File: config.mk
export PLATFORM = sky130hd
export DESIGN_NAME = actchk_top
export DESIGN_NICKNAME = d
export VERILOG_FILES = /design/src/rtl/actchk_pkg.sv /design/src/rtl/actchk_bitcount.sv /design/src/rtl/actchk_capture.sv /design/src/rtl/actchk_seq.sv /design/src/rtl/actchk_top.sv
export SDC_FILE = /design/constraint.sdc
export NUM_CORES = 1
export LEC_CHECK = 0
export ABC_CLOCK_PERIOD_IN_PS = 4600
export BUFFER_PORTS_ARGS = -buffer_cell sky130_fd_sc_hd__buf_2
export CAP_MARGIN = 20
export CORE_UTILIZATION = 60
export DETAILED_ROUTE_END_ITERATION = 16
export PLACE_DENSITY = 0.79
export SETUP_SLACK_MARGIN = 0.02
export SKIP_CTS_REPAIR_TIMING = 1
export SLEW_MARGIN = 10
export SYNTH_ARGS = -nofsm -noshare
export SYNTH_HDL_FRONTEND = slang
export SYNTH_SLANG_ARGS = --single-unit
File: constraint.sdc
create_clock -name clk -period 4.6 [get_ports clk]
set_input_delay 0.46 -clock clk [delete_from_list [all_inputs] [get_ports clk]]
set_output_delay 0.46 -clock clk [all_outputs]
set_load 0.02 [all_outputs]
File: src/rtl/actchk_pkg.sv
package actchk_pkg;
  typedef enum logic [1:0] {
    LS_OFF = 2'd0,
    LS_CAP = 2'd1,
    LS_ON  = 2'd2
  } lstate_e;
endpackage

File: src/rtl/actchk_bitcount.sv
module actchk_bitcount #(
  parameter int TOTAL = 12,
  localparam int CW = $clog2(TOTAL)
) (
  input  logic          clk,
  input  logic          rst_n,
  input  logic          clr_i,
  input  logic          adv_i,
  output logic [CW-1:0] cnt_o,
  output logic          last_o
);
  logic [CW-1:0] cnt_q, cnt_d;
  logic          cnt_en;

  assign last_o = (cnt_q == CW'(TOTAL - 1));
  assign cnt_en = clr_i | adv_i;

  always_comb begin
    cnt_d = cnt_q;
    if (clr_i)                cnt_d = '0;
    else if (adv_i && last_o) cnt_d = '0;
    else if (adv_i)           cnt_d = cnt_q + CW'(1);
  end

  always_ff @(posedge clk or negedge rst_n) begin
    if (!rst_n)      cnt_q <= '0;
    else if (cnt_en) cnt_q <= cnt_d;
  end

  assign cnt_o = cnt_q;

  // the bit index never runs past the packet length
  p_cnt_range_r3: assert property (@(posedge clk) disable iff (!rst_n)
    cnt_q < CW'(TOTAL));

  // the index only moves on a taken strobe or a clear
  p_cnt_hold_r3: assert property (@(posedge clk) disable iff (!rst_n)
    (!clr_i && !adv_i) |=> $stable(cnt_q));
endmodule

File: src/rtl/actchk_capture.sv
module actchk_capture #(
  parameter int          TOTAL   = 12,
  parameter logic [TOTAL-1:0] PATTERN = '0,
  localparam int CW = $clog2(TOTAL)
) (
  input  logic          clk,
  input  logic          rst_n,
  input  logic          clr_i,
  input  logic          shift_i,
  input  logic          bit_i,
  input  logic [CW-1:0] idx_i,
  output logic          match_o
);
  logic [TOTAL-1:0] sr_q, sr_d;
  logic             miss_q, miss_d;
  logic             exp_bit;
  logic             reg_en;

  // expected bit for the current position, selected over the packet length
  always_comb begin
    exp_bit = 1'b0;
    for (int k = 0; k < TOTAL; k++) begin
      if (idx_i == CW'(k)) exp_bit = PATTERN[k];
    end
  end

  assign reg_en = clr_i | shift_i;

  always_comb begin
    sr_d   = sr_q;
    miss_d = miss_q;
    if (clr_i) begin
      sr_d   = '0;
      miss_d = 1'b0;
    end else if (shift_i) begin
      sr_d   = {bit_i, sr_q[TOTAL-1:1]};
      miss_d = miss_q | (bit_i != exp_bit);
    end
  end

  always_ff @(posedge clk or negedge rst_n) begin
    if (!rst_n) begin
      sr_q   <= '0;
      miss_q <= 1'b0;
    end else if (reg_en) begin
      sr_q   <= sr_d;
      miss_q <= miss_d;
    end
  end

  // decision for the bit being taken now: no early miss and full word equal
  assign match_o = !miss_d && (sr_d == PATTERN);

  // a new select leaves no trace of the previous capture
  p_clear_r7: assert property (@(posedge clk) disable iff (!rst_n)
    clr_i |=> (sr_q == '0 && !miss_q));

  // once a wrong bit has been seen no match is reported
  p_miss_sticky_r4: assert property (@(posedge clk) disable iff (!rst_n)
    (miss_q && !clr_i) |-> !match_o);
endmodule

File: src/rtl/actchk_seq.sv
module actchk_seq
  import actchk_pkg::*;
(
  input  logic clk,
  input  logic rst_n,
  input  logic start_i,
  input  logic abandon_i,
  input  logic rise_i,
  input  logic last_i,
  input  logic match_i,
  output logic clr_o,
  output logic adv_o,
  output logic activate_o,
  output logic abort_o
);
  lstate_e state_q, state_d;
  logic    abort_q, abort_d;

  assign clr_o = start_i & ~abandon_i;
  assign adv_o = (state_q == LS_CAP) & rise_i & ~start_i & ~abandon_i;

  always_comb begin
    state_d = state_q;
    abort_d = 1'b0;
    if (abandon_i) begin
      state_d = LS_OFF;
    end else if (start_i) begin
      state_d = LS_CAP;
    end else begin
      unique case (state_q)
        LS_CAP: begin
          if (rise_i && last_i) begin
            state_d = match_i ? LS_ON : LS_OFF;
            abort_d = !match_i;
          end
        end
        LS_ON:   state_d = LS_ON;
        default: state_d = LS_OFF;
      endcase
    end
  end

  always_ff @(posedge clk or negedge rst_n) begin
    if (!rst_n) begin
      state_q <= LS_OFF;
      abort_q <= 1'b0;
    end else begin
      state_q <= state_d;
      abort_q <= abort_d;
    end
  end

  assign activate_o = (state_q == LS_ON);
  assign abort_o    = abort_q;

  // abort lasts a single cycle
  p_abort_pulse_r5: assert property (@(posedge clk) disable iff (!rst_n)
    abort_q |=> !abort_q);

  // abort only follows a strobe on the final bit
  p_abort_late_r5: assert property (@(posedge clk) disable iff (!rst_n)
    $rose(abort_q) |-> $past(rise_i && last_i && !match_i));

  // going online follows a matching final strobe
  p_act_on_last_r2: assert property (@(posedge clk) disable iff (!rst_n)
    $rose(activate_o) |-> $past(rise_i && last_i && match_i));

  // a reset/deselect escape always takes the link offline
  p_drop_r8: assert property (@(posedge clk) disable iff (!rst_n)
    abandon_i |=> !activate_o);

  // rejection and activation never coincide
  p_excl_r4: assert property (@(posedge clk) disable iff (!rst_n)
    !(abort_o && activate_o));
endmodule

File: src/rtl/actchk_top.sv
module actchk_top #(
  parameter int              FIELD_W  = 4,
  parameter logic [FIELD_W-1:0] ACT_CODE = 4'b1100,
  parameter logic [FIELD_W-1:0] EXT_CODE = 4'b1000,
  parameter logic [FIELD_W-1:0] CHK_CODE = 4'b0000
) (
  input  logic clk,
  input  logic rst_n,
  input  logic sel_start_i,
  input  logic esc_abandon_i,
  input  logic line_rise_i,
  input  logic line_bit_i,
  output logic activate_o,
  output logic abort_o
);
  localparam int TOTAL = 3 * FIELD_W;
  localparam int CW    = $clog2(TOTAL);
  // first received bit lands in bit 0, so fields stack from the low end
  localparam logic [TOTAL-1:0] PATTERN = {CHK_CODE, EXT_CODE, ACT_CODE};

  logic          clr, adv, last, match;
  logic [CW-1:0] idx;

  actchk_bitcount #(.TOTAL(TOTAL)) u_cnt (
    .clk    (clk),
    .rst_n  (rst_n),
    .clr_i  (clr),
    .adv_i  (adv),
    .cnt_o  (idx),
    .last_o (last)
  );

  actchk_capture #(.TOTAL(TOTAL), .PATTERN(PATTERN)) u_cap (
    .clk     (clk),
    .rst_n   (rst_n),
    .clr_i   (clr),
    .shift_i (adv),
    .bit_i   (line_bit_i),
    .idx_i   (idx),
    .match_o (match)
  );

  actchk_seq u_seq (
    .clk        (clk),
    .rst_n      (rst_n),
    .start_i    (sel_start_i),
    .abandon_i  (esc_abandon_i),
    .rise_i     (line_rise_i),
    .last_i     (last),
    .match_i    (match),
    .clr_o      (clr),
    .adv_o      (adv),
    .activate_o (activate_o),
    .abort_o    (abort_o)
  );

  // offline strobes never bring the link online
  p_offline_quiet_r9: assert property (@(posedge clk) disable iff (!rst_n)
    (!activate_o && !sel_start_i && !adv) |=> !activate_o);
endmodule

==> results of run 1 <==
## worst min path at each step
stage,start,end,slack [ns],cells after the start
after floorplan,rst_n,u_cap.miss_q,0.16,0
after global placement,rst_n,u_cnt.cnt_o[2],0.42,1
after detailed placement,rst_n,u_cnt.cnt_o[2],0.43,1
after CTS,rst_n,u_cnt.cnt_o[2],0.10,1
after global routing,rst_n,u_cap.sr_q[3],0.10,1
final,rst_n,u_cap.sr_q[4],0.09,1
## cells in the mapped netlist, drive strengths merged (2+ instances only)
cell type	count
o21ai	9
nor4	2
and2	6
nand2	8
a221o	8
a21oi	4
nor2	4
dfrtp	20
nor2b	5
nand3	2
or3b	2
nand2b	2
and3	2
ha	5
buf	2
inv	7
or3	2
and3b	2
clkbuf	3
nor4b	2
## registers in the layout, indices dropped and copies added (netlist names)
register / count
u_seq.abort_o: 1
u_cap.sr_q: 12
u_seq.state_q: 2
u_cnt.cnt_o: 4
u_cap.miss_q: 1
## stage by stage
stage,cell area [um^2],power [mW],worst slack [ns]
final,1210,0.305,2.11
after global routing,1210,0.323,2.01
after CTS,1210,0.308,2.12
after detailed placement,1170,0.208,2.03
after global placement,1170,0.207,2.11
after floorplan,1130,0.198,2.35
## cells by family after synthesis
logic type,count (synthesis)
and+or+nand+nor,47
AOI/OAI and AO/OA,29
DFF,20
buffers and inverters,12
adders and majority gates,5
## worst max-delay path, stage by stage (launching register included)
cell and delay (ns):
dfrtp_1 0.40, inv_1 0.06, ha_1 0.25, and4bb_4 0.30, a221o_1 0.37, or4b_1 0.55
nor4_2 0.32, a31o_1 0.18
## power breakdown
| group | internal, mW | total (mW) | switching [mW] |
|---|---|---|---|
| sequential | 0.178 | 0.180 | 0.00238 |
| clock | 0.0482 | 0.101 | 0.0524 |
| combinational | 0.00722 | 0.0243 | 0.0171 |
| total | 0.233 | 0.305 | 0.0719 |
## per-layer routing
| metal | wire (um) | track usage, % |
|---|---|---|
| met2 | 929 | 33.1 |
| met1 | 1080 | 36.7 |
| met4 | 0 | 6.67 |
| met5 | 0 | 0 |
| met3 | 137 | 5.16 |
## layout make-up
type / count / area share (%)
clock buffers: 4 / 3.00
repair buffers: 7 / 2.90
inverters: 7 / 2.17
flip-flops and latches: 20 / 41.4
multi-input cells: 81 / 48.0
well taps: 25 / 2.59
==> reports/summary.txt, run 1 <==
CTS Buffer Depth - 2
start of the worst register-to-register path - u_seq.state_q[1]
mean routed wirelength per cell - 14.9 um
Initial Util - 65.0%
TritonCTS buffer count - 3
Final Hold Violating Endpoints - 0
Setup crit end - u_seq.state_q[1]
CTS tree - yes
P per Cell Area - 252 nW/um^2
Worst Path Max Fanout - 14
predominant post-synthesis flop cell - dfrtp_1
synthesized cell area - 1130 um^2
Critical Path RT - 4.84 ns
multiplexer share of the synthesized area - 0%
FF/Latch Area - 500 um^2
initial detailed-routing violation count - 33
Fmax achieved - 402 MHz
hpwl dp - 1530 um
Worst-path clk slew - 0.11 ns
number of remaining DRC errors - 0
synth top area cells - dfrtp_1 44%, a221o_1 7.1%, ha_1 5.5%
share of the synthesized area in the top cell type - 44.1%
final core utilization - 69.3%
die height - 45.5 um
die area - 2070 um^2
num rows - 15
Die X-Extent - 45.5 um
Yosys warning total - 0
CTS root buf - clkbuf_4
I/O pin total - 8
number of max-cap violations - 0
Routed WL - 2150 um
P&R area growth vs syn - 6.62%
worst skew pair latency - 0.29 ns
drt via density - 6.13
#FFs+latches synth - 20
P_leak - 0.553 nW
RSZ-0062 raised after global routing - no
Critical Path Source Type - flip-flop
Slew Viols, Final - 0
router iterations before antenna repair - 4
depth of the CTS H-tree - 1
setup TNS - 0 ns
Worst R2R End - u_seq.state_q[1]
Syn Area/Cell - 10.0 um^2
Syn Nets - 124
main combinational cell family by area after synthesis - simple AND/OR/NAND/NOR gates
total grt overflow - 0
Tightest Pin Transition - 0.428 ns
CORE AREA - 1750 um^2
most used cells in the layout excluding fill and tap cells - 20 x dfrtp_1, 9 x o21ai_0, 8 x a221o_1
Slew headroom - 71.1%
register area share after synthesis - 44.1%
cell taking the most area after synthesis - dfrtp_1
FFs w/ async S/R, synth - 100%
# diodes - 0
layout filler cell count - 143
Hold WS - 0.0887 ns
complex-gate fraction of the synthesized area - 18.7%
R2R cell count - 7
clock skew - 0.00567 ns
CP startpoint - u_seq.state_q[1]
outcome - finished, final reports clean
worst vdd ir - 0.151 mV
Synth Area in Adders - 5.51%
post-synthesis simple-gate area fraction - 26.9%
crit path time final - 2.49 ns
Post-Layout Cell Count - 144
commonest non-fill, non-tap cell in the layout - dfrtp_1
R2R setup slack - 2.11 ns
Routed Antenna Nets - 0
pin count of the biggest net entering global routing - 21
number of library cell types mapped by synthesis - 40
Synth Area in XOR/XNOR - 0%
fin crit share - 54.1%
CTS Sinks - 20
critical setup path kind - reg -> reg
CP arrival - 2.72 ns
share of layout cells above drive strength 1 - 15.1%
first-pass GRT wire length - 3530 um
Crit. End Element - flip-flop
Port Buffers - 7
Vias - 883
number of global-route vias before repair - 772
Multi-input gate area - 581 um^2
Total Nets Final - 131
Final Setup Violations - 0
EDFF count, synth - 0
Syn Inst Count - 113
total track usage - 23.9%
initial antenna violation count - 0
Post-Place Cells - 140
Hold Path Class - in -> async
final RePlAce weighted congestion - 0.836
Power figures use the tool's default switching activity.
==> run 2: changes to the inputs <==
- ABC_CLOCK_PERIOD_IN_PS: 4600 -> 2160
- CORE_UTILIZATION: 60 -> 52
- PLACE_DENSITY: 0.79 -> 0.73
- clock period: 4.6 -> 2.16 ns (I/O delays scaled with it)
==> reports/summary.txt, run 2 (synthesized netlist as in run 1, its figures left out) <==
initial antenna violation count - 0
I/O pin total - 8
commonest non-fill, non-tap cell in the layout - dfrtp_1
fin crit share - 101%
depth of the CTS H-tree - 1
Port Buffers - 7
Total Nets Final - 145
Post-DP Area - 1260 um^2
Final Setup Violations - 2
drt via density - 5.94
num rows - 16
crit path time final - 2.19 ns
final core utilization - 66.5%
post-route cell area - 1330 um^2
worst skew pair latency - 0.30 ns
total track usage - 24.0%
P_leak - 0.626 nW
number of max-cap violations - 0
most used cells in the layout excluding fill and tap cells - 20 x dfrtp_1, 12 x buf_4, 9 x o21ai_0
Gate power share - 10.6%
critical setup path kind - reg -> reg
# diodes - 0
Slew headroom - 70.8%
initial detailed-routing violation count - 27
Pwr Total - 0.629 mW
Flop pwr share - 61.1%
Psw - 0.159 mW
CTS tree - yes
Crit. End Element - flip-flop
CTS root buf - clkbuf_4
Clock power frac - 28.4%
TritonCTS buffer count - 3
number of global-route vias before repair - 975
Critical Path Source Type - flip-flop
largest reg by FF count - u_cap.sr_q
mean routed wirelength per cell - 15.6 um
final RePlAce weighted congestion - 0.811
Vias - 945
switching share of power - 25.2%
router iterations before antenna repair - 4
die area - 2370 um^2
share of layout cells above drive strength 1 - 24.2%
CTS Sinks - 20
Routed WL - 2480 um
total grt overflow - 0
Worst Path Max Fanout - 5
Worst-path clk slew - 0.11 ns
Slew Viols, Final - 0
P per Cell Area - 473 nW/um^2
outcome - finished with violations
pin count of the biggest net entering global routing - 21
CORE AREA - 2000 um^2
Die X-Extent - 48.7 um
worst vdd ir - 0.475 mV
clock skew - 0.000881 ns
RSZ-0062 raised after global routing - yes
Final Hold Violating Endpoints - 0
max FFs per register - 12
first-pass GRT wire length - 4400 um
CP arrival - 2.43 ns
Initial Util - 56.7%
die height - 48.7 um
Hold Path Class - in -> reg
failing checks - negative setup slack
worst setup margin - -0.0282 ns
hpwl dp - 1800 um
Critical Path RT - 2.41 ns
cell-internal power - 0.471 mW
P&R area growth vs syn - 17.3%
Fmax achieved - 457 MHz
number of remaining DRC errors - 0
Tightest Pin Transition - 0.433 ns
Routed Antenna Nets - 0
CTS Buffer Depth - 2
setup TNS - -0.0334 ns
==> run 2: final cells by class <==
cell class	count	area, um^2
multi-input cells	81	602
flip-flops and latches	20	500
fillers	164	671
repair buffers	21	146
inverters	7	26.3
clock buffers	3	22.5
well taps	27	33.8
==> run 2: critical path: stages (launching register included) <==
cell	delay (ns)
dfrtp_1	0.40
ha_2	0.19
and4bb_4	0.22
a221o_1	0.36
or4b_4	0.55
nor4_4	0.22
a31o_1	0.19
==> run 2: per-layer routing <==
layer	global-route usage (%)	share of wire, %	vias up
met2	44.0	51	26
li1	-	-	459
met5	0	0	-
met4	4.41	0.40	0
met3	4.72	5.0	2
met1	29.0	43	458
==> run 2: power by group through the flow <==
stage          clock [mW]  combinational (mW)  sequential [mW]
2_1_floorplan           0              0.0320            0.390
3_3_place_gp            0              0.0617            0.391
3_5_place_dp            0              0.0637            0.391
4_1_cts             0.183              0.0638            0.384
5_1_grt             0.198              0.0755            0.385
6_report            0.179              0.0665            0.384
==> run 2: final timing paths <==
check                                 start                to  slack (ns)  depth (start not counted)
max in group asynchronous             rst_n    u_cap.sr_q[11]        1.48                          2
min reg2reg                  u_cap.sr_q[10]    u_cap.sr_q[10]        0.54                          1
min                              line_bit_i    u_cap.sr_q[11]        0.21                          3
max                        u_seq.state_q[0]  u_seq.state_q[1]       -0.03                          6
max reg2reg                u_seq.state_q[0]  u_seq.state_q[1]       -0.03                          6
min in group asynchronous             rst_n     u_cap.sr_q[8]        0.37                          2
==> run 2: stage by stage <==
stage	worst slack (ns)	std cells	hold WS [ns]
after global routing	-0.129	159	0.223
after CTS	-0.108	156	-0.153
after detailed placement	-0.0781	153	0.189
final	-0.0282	159	0.208
after floorplan	0.0388	113	-0.0796
after global placement	0.0402	153	0.185
